===== src/rtl/od_arb_pkg.sv =====
package od_arb_pkg;
  typedef enum logic {PH_ADDR = 1'b0, PH_DATA = 1'b1} phase_e;

  // pull-low enable for one line: only a wanted 0 pulls, a hold releases
  function automatic logic pull_en(input logic want, input logic hold);
    return ~want & ~hold;
  endfunction

  // arbitration mismatch: high wanted, low observed
  function automatic logic mismatch(input logic want, input logic seen);
    return want & ~seen;
  endfunction
endpackage


===== src/rtl/od_arb_edge.sv =====
module od_arb_edge (
  input  logic clk,
  input  logic rst_n,
  input  logic line_in,
  output logic rise
);
  logic line_q;

  // idle bus reads high, so reset to 1 to avoid a false edge
  always_ff @(posedge clk or negedge rst_n) begin
    if (!rst_n) line_q <= 1'b1;
    else        line_q <= line_in;
  end

  assign rise = line_in & ~line_q;
endmodule


===== src/rtl/od_arb_monitor.sv =====
module od_arb_monitor
  import od_arb_pkg::*;
(
  input  logic   clk,
  input  logic   rst_n,
  input  logic   evt,
  input  logic   clear,
  input  phase_e phase_in,
  output logic   lost_q,
  output phase_e phase_q
);
  logic take_new;
  assign take_new = evt & (~lost_q | clear);

  always_ff @(posedge clk or negedge rst_n) begin
    if (!rst_n) begin
      lost_q  <= 1'b0;
      phase_q <= PH_ADDR;
    end else if (take_new) begin
      lost_q  <= 1'b1;
      phase_q <= phase_in;
    end else if (clear) begin
      lost_q  <= 1'b0;
    end
  end


  lost_hold_chk: assert property (@(posedge clk) disable iff (!rst_n)
    lost_q && !clear |=> lost_q);

  phase_keep_chk: assert property (@(posedge clk) disable iff (!rst_n)
    lost_q && !clear |=> $stable(phase_q));

  clear_collide_chk: assert property (@(posedge clk) disable iff (!rst_n)
    clear && evt |=> lost_q && phase_q == $past(phase_in));
endmodule


===== src/rtl/od_arb_drive.sv =====
module od_arb_drive
  import od_arb_pkg::*;
(
  input  logic sda_want,
  input  logic scl_want,
  input  logic hold,
  output logic sda_pull,
  output logic scl_pull
);
  assign sda_pull = pull_en(sda_want, hold);
  assign scl_pull = pull_en(scl_want, hold);
endmodule


===== src/rtl/od_arb_driver.sv =====
module od_arb_driver
  import od_arb_pkg::*;
(
  input  logic clk,
  input  logic rst_n,
  input  logic sda_want,
  input  logic scl_want,
  input  logic phase_data,
  input  logic sda_in,
  input  logic scl_in,
  input  logic clear,
  output logic sda_pull,
  output logic scl_pull,
  output logic arb_lost,
  output logic keep_listen,
  output logic resend_req
);
  logic   scl_rise;
  logic   arb_evt;
  logic   lost_q;
  logic   hold;
  phase_e phase_q;
  phase_e phase_in;

  assign phase_in = phase_data ? PH_DATA : PH_ADDR;

  od_arb_edge u_edge (
    .clk(clk), .rst_n(rst_n), .line_in(scl_in), .rise(scl_rise)
  );

  assign arb_evt = scl_rise & mismatch(sda_want, sda_in);

  od_arb_monitor u_mon (
    .clk(clk), .rst_n(rst_n), .evt(arb_evt), .clear(clear),
    .phase_in(phase_in), .lost_q(lost_q), .phase_q(phase_q)
  );

  // release in the detecting cycle as well as while held
  assign hold = lost_q | arb_evt;

  od_arb_drive u_drv (
    .sda_want(sda_want), .scl_want(scl_want), .hold(hold),
    .sda_pull(sda_pull), .scl_pull(scl_pull)
  );

  assign arb_lost    = lost_q;
  assign keep_listen = lost_q & (phase_q == PH_ADDR);
  assign resend_req  = lost_q & (phase_q == PH_DATA);


  release_chk: assert property (@(posedge clk) disable iff (!rst_n)
    (lost_q || arb_evt) |-> !sda_pull && !scl_pull);

  flags_excl_chk: assert property (@(posedge clk) disable iff (!rst_n)
    $countones({keep_listen, resend_req}) == (arb_lost ? 1 : 0));

  low_want_chk: assert property (@(posedge clk) disable iff (!rst_n)
    !arb_lost && !sda_want |=> !arb_lost);
endmodule


===== config.mk =====
export PLATFORM = sky130hd
export DESIGN_NAME = od_arb_driver
export DESIGN_NICKNAME = d
export VERILOG_FILES = /design/src/rtl/od_arb_pkg.sv /design/src/rtl/od_arb_edge.sv /design/src/rtl/od_arb_monitor.sv /design/src/rtl/od_arb_drive.sv /design/src/rtl/od_arb_driver.sv
export SDC_FILE = /design/constraint.sdc
export NUM_CORES = 1
export LEC_CHECK = 0
export BUFFER_PORTS_ARGS = -buffer_cell sky130_fd_sc_hd__clkbuf_2
export CAP_MARGIN = 20
export CORE_AREA = 2 2 39 41
export DETAILED_ROUTE_END_ITERATION = 16
export DIE_AREA = 0 0 41 43
export PLACE_DENSITY = 0.3
export SYNTH_ARGS = -nofsm -noshare
export SYNTH_HDL_FRONTEND = slang
export SYNTH_SLANG_ARGS = --single-unit

===== constraint.sdc =====
create_clock -name clk -period 1.6 [get_ports clk]
set_input_delay 0.16 -clock clk [delete_from_list [all_inputs] [get_ports clk]]
set_output_delay 0.16 -clock clk [all_outputs]
set_load 0.005 [all_outputs]

; ---- After elaboration in Yosys (flattened, before gate mapping)
; Index checks and enable logic that the tools add are counted.
[classes]
bitwise = 17
n_reduce_logical = 1
n_mux = 3
[op_table]
columns = cell, count
row1 = $and 1x1->1, 8
row2 = $not 1->1, 7
row3 = $mux 1, 3
row4 = $or 1x1->1, 2
row5 = $reduce_bool 2->1, 1
[totals]
reg_bits = 3
inputBits = 8

; ---- Longest topological paths before layout
[logic_depth]
depth_word = 6
depth_mapped = 3
ltp_nobuf = 3

; ---- Hierarchy
; Synthesis repeated with hierarchy kept, for this count alone.
[unflattened]
cells_unflattened = 15
hier_area_um2 = 171.4
[by_module_without_submodules]
columns = mod, cells_each, seq_area_each_um2, instances, area_each_um2
row1 = od_arb_monitor, 6, 50.0, 1, 92.6
row2 = od_arb_edge, 2, 26.3, 1, 40.0
row3 = od_arb_driver, 5, 0.0, 1, 31.3
row4 = od_arb_drive, 2, 0.0, 1, 7.5

; ---- Worst setup path after synthesis
; OpenSTA, ideal clock, no wires.
[synth_path]
path_type = reg-to-reg
from = register u_edge.line_q
to = register u_mon.phase_q
setup_ps = 125
path_stages_with_launch = 4
t_required_ps = 1475
period_less_slack_ps = 1183
path_slack_ps = 417
arrival_time_ps = 1058
cell_sequence = dfstp_2 and4bb_1 nand2_1 mux2_4
[synth_between]
elab_chain_len = 4
[synth_lines]
columns = element, line_no
row1 = start: declaration, od_arb_edge.sv:7  ; logic line_q;
row2 = start signal: assignment, od_arb_edge.sv:12  ; else line_q <= line_in;
row3 = $not 1->1, od_arb_edge.sv:15  ; assign rise = line_in & ~line_q;
row4 = $and 1x1->1, od_arb_edge.sv:15
row5 = $and 1x1->1, od_arb_driver.sv:31  ; assign arb_evt = scl_rise & mismatch(sda_want, sda_in);
row6 = $and 1x1->1, od_arb_monitor.sv:13  ; assign take_new = evt & (~lost_q | clear);
row7 = end signal: assignment, od_arb_monitor.sv:21  ; phase_q <= phase_in;
row8 = end: declaration, od_arb_monitor.sv:10  ; output phase_e phase_q
; Every way passes these cells.
; A chain may end at the register's enable or synchronous reset.

; ---- Worst setup path in the final report
[layout_path]
from = register u_edge.line_q
to = output port scl_pull
[layout_between]
elab_chain_len = 6
[layout_lines]
columns = element, line_no
row1 = $not 1->1, od_arb_edge.sv:15
row2 = $and 1x1->1, od_arb_edge.sv:15
row3 = $and 1x1->1, od_arb_driver.sv:31
row4 = $or 1x1->1, od_arb_driver.sv:39  ; assign hold = lost_q | arb_evt;
row5 = $not 1->1, od_arb_pkg.sv:6  ; return ~want & ~hold;
row6 = $and 1x1->1, od_arb_pkg.sv:6
row7 = end: declaration, od_arb_driver.sv:13  ; output logic scl_pull,
; Every way passes these cells.

==> run_results.csv <==
group,metric,value,unit
outcome,status,"finished clean",
finish,diodes,0,
critical_path,r2r_cells,3,
hold_path,hold_start,"scl_in",
power,switchingPower,0.0000621,W
place,portBuffers,12,
cts,cts_htree_levels,1,
power,power_frac_comb,13.9,%
route,wl_per_cell,8.82,um
cts,cts_buffer_depth,2,
critical_path,reg2reg_to,"u_mon.phase_q$_DFFE_PN0P_",
place,gp_congestion,0.653,
critical_path,cp_max_fo,3,
synthesis,synthTopCellsByCount,"dfrtp_1, nand2b_1",
cts,clockRootBuffer,"clkbuf_4",
hold_path,holdPathEnd,"u_edge.line_q$_DFF_PN1_",
route,drtIter0Drc,2,
hold_path,min_path_cells,1,
critical_path,critPathTopFamily,"flip-flops",
grt,grt_pass1_wl,621,um
power,power_density,1030,nW/um2
grt,grt_pass1_vias,149,
synthesis,synth.distinct_cells,10,
floorplanning,die_w,41,um
synthesis,async_reset_ff_share,100,%
cts,clock_sinks,3,
critical_path,cp-end-kind,"output port",
grt,grt_max_degree,7,
cts,cts_inserted_buffers,3,
power,p_leak,0.139,nW
critical_path,cpPeakStageDelay,0.50,ns
critical_path,cpMaxStageDelayCell,"dfstp_2",
critical_path,path_cells,"and4bb_1, nor3_1, clkbuf_2",
sta,finalCriticalPeriod,1.42,ns
sta,hold_violations,0,
synthesis,yosysWarnings,0,
sta,finalSetupTns,0,ns
cts,clkSlewWorstSetupHoldPaths,0.04,ns
power,pwr-share-seq,34.9,%
sta,drv_slew,0,
route,via_count,149,
synthesis,synth_ff_type,"dfrtp_1",
grt,grt-ovfl-total,0,
finish,finalNetCount,38,
synthesis,synth_area_leaders,"dfrtp_1, dfstp_2, mux2_4",
finish,drive_gt1_share,58.6,%
cts,cts_tree,"done",
synthesis,yosysTopAreaCell,"dfrtp_1",
critical_path,timing.rr.start,"u_edge.line_q$_DFF_PN1_",
power,clkPwrFrac,51.2,%
floorplanning,num_rows,14,
synthesis,synth_top_area_share,35.4,%
critical_path,critPathLaunchType,"flop",
run,cap_violations,0,
finish,syn2layout_area_growth,82.3,%
synthesis,synth_nets,20,
sta,skew,0.00268,ns
floorplanning,fp.coreArea,1380,um2
floorplanning,ioPinCount,13,
synthesis,synth_edf_count,0,
synthesis,ys_seq_area_share,54.0,%
sta,setup_viol,0,
critical_path,cp.arrival,1.26,ns
critical_path,timing.critical_path.required,1.44,ns
place,placed_area,221,um2
floorplanning,die_area,1760,um2
power,p_int,0.000204,W
finish,n_fill_cell,158,
finish,seq_area,76.3,um2
synthesis,synth-seq-cells,3,
floorplanning,die_h,43,um
floorplanning,initial_core_util,10.2,%
cts,worstSkewPairLatency,0.23,ns
finish,finalInstanceArea,258,um2
sta,clock.fmax,704,MHz
sta,tightest_slew,0.184,ns
synthesis,avgSynthCellArea,11.8,um2
route,vias_per_cell,3.31,
critical_path,crit_buf_inv,1,
power,swShare,23.3,%
power,p_total,0.000266,W
hold_path,hold_class,"input pin to flop",
finish,multi_input_area,65.1,um2
sta,maxSlewHeadroom,87.7,%
critical_path,critPathKind,"flop to output port",
synthesis,syn_inst,12,
route,drt-total-wl,397,um
route,drc,0,
grt,antenna_found_initial,0,
route,final_antenna_net_count,0,
power,irDropWorstVdd,0.232,mV
grt,track_usage,5.92,%
synthesis,syn_area,141,um2
route,drt_pass1_iterations,4,
sta,post-route-period-util,88.7,%
critical_path,reg2reg_slack,0.37,ns
sta,rsz0062_at_grt,"no",
routing by layer:
| metal | wire length (um) | part of all wire (%) | vias up | GRT usage, % |
|---|---|---|---|---|
| met5 | 0 | 0 | - | 0 |
| met1 | 194 | 49 | 66 | 6.75 |
| met4 | 0 | 0 | 0 | 6.00 |
| met3 | 52 | 13 | 0 | 4.71 |
| met2 | 150 | 38 | 10 | 6.25 |
| li1 | - | - | 73 | - |
area by class of cell:
| type | count | share of cell area [%] |
|---|---|---|
| Sequential cell | 3 | 29.6 |
| Timing Repair Buffer | 13 | 27.2 |
| Multi-Input combinational cell | 9 | 25.2 |
| Clock buffer | 4 | 10.2 |
| Tap cell | 16 | 7.77 |
worst reg2reg max path: stages (launching register included):
cell      delay (ns)
dfstp_2         0.50
and4bb_1        0.23
nand2_1         0.09
mux2_4          0.29
logic make-up after synthesis:
group | count (synthesis) | synth area share (%)
AND/OR/NAND/NOR | 8 | 35.4
flip-flops | 3 | 54.0
multiplexers | 1 | 10.6
worst max-delay path by stage:
stage / start / end / slack [ns] / cells after the start
after floorplan: u_edge.line_q$_DFF_PN1_ / u_mon.phase_q$_DFFE_PN0P_ / 0.42 / 3
after global placement: u_edge.line_q$_DFF_PN1_ / u_mon.phase_q$_DFFE_PN0P_ / 0.37 / 3
after detailed placement: u_edge.line_q$_DFF_PN1_ / u_mon.phase_q$_DFFE_PN0P_ / 0.38 / 3
after CTS: u_edge.line_q$_DFF_PN1_ / scl_pull / 0.18 / 3
after global routing: u_edge.line_q$_DFF_PN1_ / scl_pull / 0.09 / 3
final: u_edge.line_q$_DFF_PN1_ / scl_pull / 0.18 / 3
through the flow:
stage                     hold slack (ns)  util (%)  instances  setup WS (ns)
after global routing              0.00822      18.6         45         0.0865
after global placement            -0.0379      16.0         40          0.370
after detailed placement          -0.0379      16.0         40          0.378
after floorplan                    -0.136         -         12          0.417
final                              0.0221      18.6         45          0.180
after CTS                          0.0122      18.6         45          0.184
flip-flops by register name, indices dropped and copies added (netlist names):
register and count:
u_edge.line_q 1, u_mon.lost_q 1, u_mon.phase_q 1
power groups by stage:
stage / Combinational [W] / Clock, W / Sequential (W)
2_1_floorplan: 0.0000169 / 0 / 0.0000916
3_3_place_gp: 0.0000353 / 0 / 0.0000929
3_5_place_dp: 0.0000355 / 0 / 0.0000937
4_1_cts: 0.0000378 / 0.000146 / 0.0000929
5_1_grt: 0.0000413 / 0.000155 / 0.0000936
6_report: 0.0000371 / 0.000136 / 0.0000929
what timing repair did:
action                                 4_1_cts  5_1_grt
buffers inserted                             0        0
hold buffers                                 1        0
resized for setup                            0        0
endpoints found under the hold margin        3        0
cell usage in the layout, fill, tap and decap left out, drive strengths merged:
master,Yosys,final
dlygate4sd3,0,1
nand2,1,1
dfrtp,2,2
dfstp,1,1
nor2,1,1
clkbuf,0,16
and2,1,1
nor2b,1,1
and4bb,1,1
mux2,1,1
nor3,1,1
nand2b,2,2
Note: power is estimated with default switching activity, not from simulation.
